File: config.mk
export PLATFORM = sky130hd
export DESIGN_NAME = dec_text_to_bin
export DESIGN_NICKNAME = d
export VERILOG_FILES = /design/src/rtl/dtb_pkg.sv /design/src/rtl/dtb_digit_check.sv /design/src/rtl/dtb_mul10_add.sv /design/src/rtl/dec_text_to_bin.sv
export SDC_FILE = /design/constraint.sdc
export NUM_CORES = 1
export LEC_CHECK = 0
export ABC_AREA = 1
export ABC_CLOCK_PERIOD_IN_PS = 6300
export BUFFER_PORTS_ARGS = -buffer_cell sky130_fd_sc_hd__buf_2
export CORE_ASPECT_RATIO = 1.1
export CORE_UTILIZATION = 30
export CTS_CLUSTER_SIZE = 40
export DETAILED_ROUTE_END_ITERATION = 8
export MAX_ROUTING_LAYER = met4
export RECOVER_POWER = 100
export SYNTH_ARGS = -nofsm -noshare
export SYNTH_HDL_FRONTEND = slang
export SYNTH_SLANG_ARGS = --single-unit
File: constraint.sdc
create_clock -name clk -period 6.3 [get_ports clk]
set_input_delay 1.26 -clock clk [delete_from_list [all_inputs] [get_ports clk]]
set_output_delay 1.26 -clock clk [all_outputs]
set_load 0.02 [all_outputs]
File: src/rtl/dtb_pkg.sv
package dtb_pkg;
    typedef enum logic [1:0] {
        S_IDLE = 2'd0,
        S_RUN  = 2'd1,
        S_HALT = 2'd2,
        S_FIN  = 2'd3
    } dtb_state_t;

    localparam logic [7:0] DIGIT_BASE = 8'h30;
    localparam int         DIGIT_W    = 4;
endpackage

File: src/rtl/dtb_digit_check.sv
module dtb_digit_check
    import dtb_pkg::*;
(
    input  logic [7:0]         code,
    output logic [DIGIT_W-1:0] digit,
    output logic               is_digit
);
    logic [7:0] diff;

    always_comb begin
        diff     = code - DIGIT_BASE;
        is_digit = (diff < 8'd10);
        digit    = diff[DIGIT_W-1:0];
    end

    // range decision agrees with a direct bound comparison
    always_comb begin
        a_r4_digit_range: assert (is_digit == ((code >= 8'h30) && (code <= 8'h39)));
    end
endmodule

File: src/rtl/dtb_mul10_add.sv
module dtb_mul10_add
    import dtb_pkg::*;
#(
    parameter int W = 32
) (
    input  logic [W-1:0]       acc,
    input  logic [DIGIT_W-1:0] digit,
    output logic [W-1:0]       res,
    output logic               step_ovf
);
    localparam int WX = W + 4;

    logic [WX-1:0] wide, quad, five, ten, sum;

    always_comb begin
        wide     = {4'b0000, acc};
        quad     = wide << 2;
        five     = quad + wide;
        ten      = five << 1;
        sum      = ten + {{(WX-DIGIT_W){1'b0}}, digit};
        res      = sum[W-1:0];
        step_ovf = |sum[WX-1:W];
    end
endmodule

File: src/rtl/dec_text_to_bin.sv
module dec_text_to_bin
    import dtb_pkg::*;
#(
    parameter int W = 32
) (
    input  logic         clk,
    input  logic         rst_n,
    input  logic         start,
    input  logic         chr_vld,
    input  logic [7:0]   chr_byte,
    input  logic         chr_last,
    output logic [W-1:0] value,
    output logic         done,
    output logic         bad_char,
    output logic         ovf
);
    dtb_state_t          st, st_nx;
    logic [DIGIT_W-1:0]  dig;
    logic                is_dig;
    logic [W-1:0]        nxt_val;
    logic                step_ovf;
    logic                take;

    dtb_digit_check u_chk (
        .code     (chr_byte),
        .digit    (dig),
        .is_digit (is_dig)
    );

    dtb_mul10_add #(.W(W)) u_mac (
        .acc      (value),
        .digit    (dig),
        .res      (nxt_val),
        .step_ovf (step_ovf)
    );

    assign take = chr_vld && !start && (st == S_RUN);

    // state register
    always_ff @(posedge clk or negedge rst_n) begin
        if (!rst_n) st <= S_IDLE;
        else        st <= st_nx;
    end

    always_comb begin
        st_nx = st;
        unique case (st)
            S_IDLE: if (start) st_nx = S_RUN;
            S_RUN: begin
                if (start)                      st_nx = S_RUN;
                else if (take && !is_dig)       st_nx = S_HALT;
                else if (take && chr_last)      st_nx = S_FIN;
            end
            S_HALT: if (start) st_nx = S_RUN;
            S_FIN:  if (start) st_nx = S_RUN;
        endcase
    end

    // outputs
    always_ff @(posedge clk or negedge rst_n) begin
        if (!rst_n) begin
            value    <= '0;
            done     <= 1'b0;
            bad_char <= 1'b0;
            ovf      <= 1'b0;
        end else if (start) begin
            value    <= '0;
            done     <= 1'b0;
            bad_char <= 1'b0;
            ovf      <= 1'b0;
        end else begin
            done <= take && chr_last;
            if (take) begin
                if (is_dig) begin
                    value <= nxt_val;
                    if (step_ovf) ovf <= 1'b1;
                end else begin
                    bad_char <= 1'b1;
                end
            end
        end
    end

    // start clears accumulator and flags
    a_r2_start_clears: assert property (@(posedge clk) disable iff (!rst_n)
        start |=> (value == '0 && !bad_char && !ovf && !done));
    // error flag sticky
    a_r4_bad_sticky: assert property (@(posedge clk) disable iff (!rst_n)
        (bad_char && !start) |=> bad_char);
    // overflow flag sticky
    a_r5_ovf_sticky: assert property (@(posedge clk) disable iff (!rst_n)
        (ovf && !start) |=> ovf);
    // done lasts one cycle
    a_r6_done_pulse: assert property (@(posedge clk) disable iff (!rst_n)
        done |=> !done);
    // halted or finished keeps value
    a_r7_hold: assert property (@(posedge clk) disable iff (!rst_n)
        ((st == S_HALT || st == S_FIN) && !start) |=> $stable(value));
    // no valid character, no change
    a_r8_idle_stable: assert property (@(posedge clk) disable iff (!rst_n)
        (!chr_vld && !start) |=> ($stable(value) && $stable(bad_char) && $stable(ovf)));
endmodule

======== Yosys cells after proc, flatten, opt, wreduce, memory -nomap -nowiden ========
Index checks and enable logic that the tools add are counted.
cells by class
  equality and inequality tests ........... 6
  shift operators ......................... 0
  div/mod/pow operators ................... 0
  mux-type cells .......................... 16
  add/sub/neg operators ................... 3
  bitwise gates (word level) .............. 0
  $mul .................................... 0
  magnitude comparators ................... 1
  reductions and logical operators ........ 16
operator list
  operator             count
  $mux 32              3
  $add 36x4->36        1
  $add 34x32->35       1
  $lt 8x4->1 const B   1
  $mux 1               8
  $mux 2               4
  $sub 8x6->8 const B  1
  $reduce_and 2->1     3
  $reduce_bool 2->1    3
  $eq 2x2->1 const B   2
  $logic_and 1x1->1    4
  $ne 4x2->1 const B   1
  $pmux 2 s2           1
  $reduce_or 4->1      1
  $reduce_and 3->1     1
  $reduce_or 3->1      1
  $eq 2x1->1 const B   1
  $logic_not 1->1      2
  $logic_not 2->1      1
  $ne 2x1->1 const B   1
  $ne 2x2->1 const B   1
storage, ports and cells
  memories kept ........................... 0
  bits in latches ......................... 0
  word-level logic and storage cells ...... 47
  flip-flop bits (word level) ............. 37
  output and inout bits ................... 35
  bits of input ports ..................... 13
  bits in writable memories ............... 0
  memory bits (read-only) ................. 0

======== Longest topological paths before layout ========
  word-level depth ........................ 8
  mapped depth ............................ 23

======== Hierarchy ========
Synthesis repeated with hierarchy kept, for this count alone.
unflattened totals
  cell total of the unflattened synthesis .. 987
  area total of the unflattened synthesis .. 5591.6 µm²
modules (own cells, without submodules)
  module           area each (µm²)  times used  cells each  seq. area each (µm²)
  dtb_mul10_add    3928.8           1           806         0.0
  dec_text_to_bin  1602.8           1           169         925.9
  dtb_digit_check  60.1             1           12          0.0

======== Worst setup path before layout ========
OpenSTA, ideal clock, no wires.
  path type ............................... in2reg
  from .................................... input chr_byte[1]
  to ...................................... register ovf
  path buffers ............................ 0
  required time ........................... 6183 ps
  cell stages on the path ................. 20
  path slack .............................. 3166 ps
  data arrival time ....................... 3018 ps
  cell sequence ........................... ha_1 fa_1 nand2_1 inv_1 o21ai_0 nor2_2 inv_2 nor2_4 nand2_4 nor2_8 nand2_4 nor3_2 nand2_2 nor2_2 nand2_1 nand2_1 nor2_1 nand2_1 nand2_1 nand2_1
on the way
  longest elaborated chain between the ends .. 5
  elaborated cells on any way between the ends .. 7
  those cells by class .................... add/sub (2); order compare (1); reduce/logical (4)
ends and longest elaborated chain
  item                                   line                   source
  start, declared                        dec_text_to_bin.sv:10  input logic [7:0] chr_byte,
  $sub 8x6->8 (*)                        dtb_digit_check.sv:11  diff = code - DIGIT_BASE;
  $add 36x4->36                          dtb_mul10_add.sv:20    sum = ten + {{(WX-DIGIT_W){1'b0}}, digit};
  $reduce_or 4->1                        dtb_mul10_add.sv:22    step_ovf = |sum[WX-1:W];
  $reduce_bool 2->1 (no source line)     n/a
  $reduce_and 3->1 (no source line) (*)  n/a
  end signal, assigned                   dec_text_to_bin.sv:65  ovf <= 1'b0;
  end signal, assigned                   dec_text_to_bin.sv:70  ovf <= 1'b0;
  end signal, assigned                   dec_text_to_bin.sv:76  if (step_ovf) ovf <= 1'b1;
  end, declared                          dec_text_to_bin.sv:15  output logic ovf
Mark *: on every way between the ends. The rest lies on a longest branch, timed or not.
A chain may end at the register's enable or synchronous reset.

======== Final worst setup path ========
  from .................................... input start
  to ...................................... register value[30]
on the way
  longest elaborated chain between the ends .. 5
  elaborated cells on any way between the ends .. 7
  those cells by class .................... mux (1); reduce/logical (6)
ends and longest elaborated chain
  item                                line                   source
  start, declared                     dec_text_to_bin.sv:8   input logic start,
  $logic_not 1->1                     dec_text_to_bin.sv:37  assign take = chr_vld && !start && (st == S_RUN);
  $logic_and 1x1->1 (2 in series)     dec_text_to_bin.sv:37
  $reduce_bool 2->1 (no source line)  n/a
  $reduce_and 2->1 (no source line)   n/a
  end signal, assigned                dec_text_to_bin.sv:75  value <= nxt_val;
  end, declared                       dec_text_to_bin.sv:12  output logic [W-1:0] value,
Parallel ways exist; a longest one is shown, timed or not.

==> impl_metrics.xml <==
<?xml version="1.0" encoding="UTF-8"?>
<metrics>
  <group name="status">
    <metric name="result_of_the_run" unit="">finished with violations</metric>
    <metric name="failed_checks" unit="">max-capacitance violations, max-slew violations</metric>
  </group>
  <group name="cts">
    <metric name="postCtsSetupBuffers" unit="">0</metric>
    <metric name="worstSkewPairLatency" unit="ns">0.29</metric>
    <metric name="clock_input_transition_at_the_sequential_cells_of_the_worst_setup_and_hold_paths" unit="ns">0.06</metric>
    <metric name="ctsResizeCount" unit="">0</metric>
    <metric name="cts_hold_buf" unit="">0</metric>
    <metric name="cts-buffers-inserted" unit="">5</metric>
    <metric name="clock-sinks" unit="">37</metric>
    <metric name="clock_tree.root_cell" unit="">clkbuf_16</metric>
    <metric name="h-tree-depth" unit="">2</metric>
    <metric name="clk_path_buf_depth" unit="">2</metric>
    <metric name="cts_tree" unit="">yes</metric>
  </group>
  <group name="global_route">
    <metric name="grt.total_usage" unit="%">18.8</metric>
    <metric name="grt_first_pass_wirelength" unit="um">25600</metric>
    <metric name="grt_max_degree" unit="">38</metric>
    <metric name="antenna_found_initial" unit="">0</metric>
    <metric name="vias_in_the_first_global_route" unit="">5026</metric>
    <metric name="grt_overflow_total" unit="">0</metric>
  </group>
  <group name="place">
    <metric name="port_buffers" unit="">47</metric>
    <metric name="gp_congestion" unit="">0.928</metric>
    <metric name="place_inst" unit="">1151</metric>
    <metric name="post-dp-hpwl" unit="um">13100</metric>
  </group>
  <group name="floorplan">
    <metric name="initial_utilization" unit="%">30.6</metric>
    <metric name="row_count" unit="">50</metric>
    <metric name="fp.dieH" unit="um">140</metric>
    <metric name="die_w" unit="um">128</metric>
    <metric name="core_region_area" unit="um2">17000</metric>
    <metric name="io_pins" unit="">48</metric>
    <metric name="die_area" unit="um2">17900</metric>
  </group>
  <group name="route">
    <metric name="routed-via-count" unit="">5406</metric>
    <metric name="drc" unit="">0</metric>
    <metric name="dr.pass1.iters" unit="">5</metric>
    <metric name="antenna_violating_nets_post_route" unit="">0</metric>
    <metric name="wl_per_cell" unit="um">13.4</metric>
    <metric name="drt-vias-per-instance" unit="">4.66</metric>
    <metric name="first_iter_violations" unit="">345</metric>
    <metric name="postRouteWirelength" unit="um">15500</metric>
  </group>
  <group name="sta">
    <metric name="slew_viol_final" unit="">38</metric>
    <metric name="fmax" unit="MHz">287</metric>
    <metric name="final_period_demand_of_the_worst_path" unit="ns">3.48</metric>
    <metric name="finClkSkew" unit="ns">0.00443</metric>
    <metric name="tightestPinTransition" unit="ns">2.10</metric>
    <metric name="finalSetupViolations" unit="">0</metric>
    <metric name="grt_setup_unrepaired" unit="">no</metric>
    <metric name="period_utilization_post_route" unit="%">55.2</metric>
    <metric name="hold_viol_final" unit="">0</metric>
    <metric name="timing.max_slew.rel_slack" unit="%">-39.7</metric>
    <metric name="fin_setup_tns" unit="ns">0</metric>
  </group>
  <group name="worst_setup_path">
    <metric name="worst_path_max_delay_cell" unit="">clkbuf_1</metric>
    <metric name="worstPathMaxFanout" unit="">33</metric>
    <metric name="worst_setup_path_start_kind" unit="">input pin</metric>
    <metric name="critical-path-top-delay-family" unit="">buffers and inverters</metric>
    <metric name="path_buf_inv" unit="">5</metric>
    <metric name="crit_chain" unit="">clkbuf_1 &gt; inv_1 &gt; nand3_1 &gt; inv_1 &gt; a21oi_1 &gt; clkbuf_1 &gt; inv_1 &gt; o22ai_1</metric>
    <metric name="critical-path-max-stage-delay" unit="ns">1.12</metric>
    <metric name="critical_path_depth" unit="">8</metric>
    <metric name="worst-endpoint-required" unit="ns">6.51</metric>
    <metric name="crit_path_end_kind" unit="">register</metric>
    <metric name="critical_path.most_common_cell" unit="">inv_1</metric>
    <metric name="worstRegToRegCells" unit="">18</metric>
    <metric name="setup.worst_path.class" unit="">input pin to register</metric>
    <metric name="critPathArrivalTime" unit="ns">3.69</metric>
  </group>
  <group name="synthesis">
    <metric name="synth.cell_area" unit="um2">5200</metric>
    <metric name="ys_seq_elements" unit="">37</metric>
    <metric name="postSynthAreaPerCell" unit="um2">5.95</metric>
    <metric name="synth_compound_gate_area_share" unit="%">8.95</metric>
    <metric name="yosys_warnings" unit="">0</metric>
    <metric name="synth-xor-area-share" unit="%">0.505</metric>
    <metric name="synth.mux.area_fraction" unit="%">0</metric>
    <metric name="synthSimpleGateAreaFrac" unit="%">51.4</metric>
    <metric name="combinational_family_with_the_most_area_after_synthesis" unit="">simple AND/OR/NAND/NOR gates</metric>
    <metric name="asyncSetResetFlopFracSynth" unit="%">100</metric>
    <metric name="netlist_top_cells_area" unit="">nand2_1 22%, dfrtp_1 18%, inv_1 11%</metric>
    <metric name="synth_cells" unit="">874</metric>
    <metric name="synth_flop_cell" unit="">dfrtp_1</metric>
    <metric name="synth-edff-count" unit="">0</metric>
    <metric name="synth.net_count" unit="">922</metric>
    <metric name="synth_cell_types" unit="">42</metric>
    <metric name="synth_top_area_share" unit="%">21.7</metric>
    <metric name="synth_adder_area_share" unit="%">8.71</metric>
    <metric name="yosys.area.top_type" unit="">nand2_1</metric>
    <metric name="synth_sequential_area_ratio" unit="%">17.8</metric>
  </group>
  <group name="final_layout">
    <metric name="final_cells" unit="">1159</metric>
    <metric name="final_nets" unit="">972</metric>
    <metric name="n_antenna_cell" unit="">0</metric>
    <metric name="syn_to_final_growth" unit="%">12.4</metric>
    <metric name="post_route_cells_drive_above_1_share" unit="%">15.2</metric>
  </group>
  <group name="flow_run">
    <metric name="maxCapViolCount" unit="">2</metric>
  </group>
  <group name="hold_path">
    <metric name="min_path_type" unit="">register to register</metric>
    <metric name="cell_depth_of_the_worst_min_delay_path" unit="">2</metric>
  </group>
  <group name="power">
    <metric name="static_leakage" unit="nW">3.10</metric>
    <metric name="powerDensity" unit="nW/um2">105</metric>
    <metric name="ir_drop" unit="uV">90.6</metric>
  </group>
</metrics>
cell usage in the layout (no fill, tap or decap), types with 14 or more instances in the layout:
| cell | instances |
|---|---|
| dfrtp_1 | 37 |
| nand3_1 | 52 |
| o21ai_0 | 26 |
| ha_1 | 33 |
| clkbuf_1 | 40 |
| nand2_1 | 301 |
| a21oi_1 | 23 |
| nor2_1 | 58 |
| inv_2 | 15 |
| nand2_2 | 50 |
| inv_1 | 149 |
| nor2_2 | 19 |
| nand4_1 | 14 |
cells in the mapped netlist (all sizes together), types with 2 or more instances:
master and count:
o31ai 6, nand3 63, and2 4, a32o 7, fa 2, clkbuf 4
nor4 2, dfrtp 37, buf 2, nand4 14, ha 33, nor2 91
a21oi 24, inv 164, o22ai 2, a22o 3, nor3 15, o21ai 29
nand3b 5, nand2 357, xor2 3, clkinv 2
worst paths after layout:
check / endpoint / start / slack [ns]
worst max-delay path: value[30]$_DFFE_PN0P_ / start / 2.82
worst min-delay path: st[1]$_DFFE_PN0P_ / st[1]$_DFFE_PN0P_ / 0.50
worst max register to register: ovf$_DFFE_PN0P_ / value[0]$_DFFE_PN0P_ / 3.17
worst min register to register: st[1]$_DFFE_PN0P_ / st[1]$_DFFE_PN0P_ / 0.50
max in group asynchronous: value[26]$_DFFE_PN0P_ / rst_n / 3.53
min in group asynchronous: value[0]$_DFFE_PN0P_ / rst_n / 1.57
layout make-up:
cell class              instances  area [um2]
fillers                      1958       11200
multi-input cells             665        3620
flip-flops and latches         37         926
inverters                     166         623
well taps                     234         293
repair buffers                 49         195
clock buffers                   5         125
clock inverters                 3        65.1
tightest hold or removal path, cell delays in order, from the launching register on:
cell,delay (ns)
dfrtp_1,0.35
o31ai_1,0.08
inv_1,0.05
per-stage QoR:
step                hold slack (ns)  setup WS [ns]  cell area (um2)  utilization [%]  total power [mW]
finish                        0.502           2.82             5840             34.3             0.613
global placement              0.495           2.89             5710             33.6             0.287
global route                  0.537           2.55             5840             34.3             0.639
detailed placement            0.481           2.86             5710             33.6             0.287
CTS                           0.506           3.18             5900             34.7             0.621
floorplan                     0.461           3.17             5200                -             0.269
routing by layer:
layer / GRT usage (%) / routed length [um]
met5: - / 0
met4: 4.45 / 344
met3: 2.44 / 718
met2: 31.4 / 7210
met1: 23.8 / 7240
registers in the layout, indices dropped and copies added, names as in the netlist:
name,flops
bad_char,1
st,2
ovf,1
done,1
value,32
report_power, final:
part           internal [mW]  total (mW)  switching [mW]
registers              0.241       0.244         0.00284
logic                 0.0102      0.0367          0.0265
clock network          0.226       0.332           0.106
total                  0.478       0.613           0.135
cell families after synthesis:
kind of cell / count (synthesis)
and+or+nand+nor: 551
buffers and inverters: 172
AOI/OAI and AO/OA: 76
DFF: 37
adders and majority gates: 35
xor gates and xnor gates: 3
(Power assumes the default switching activity.)
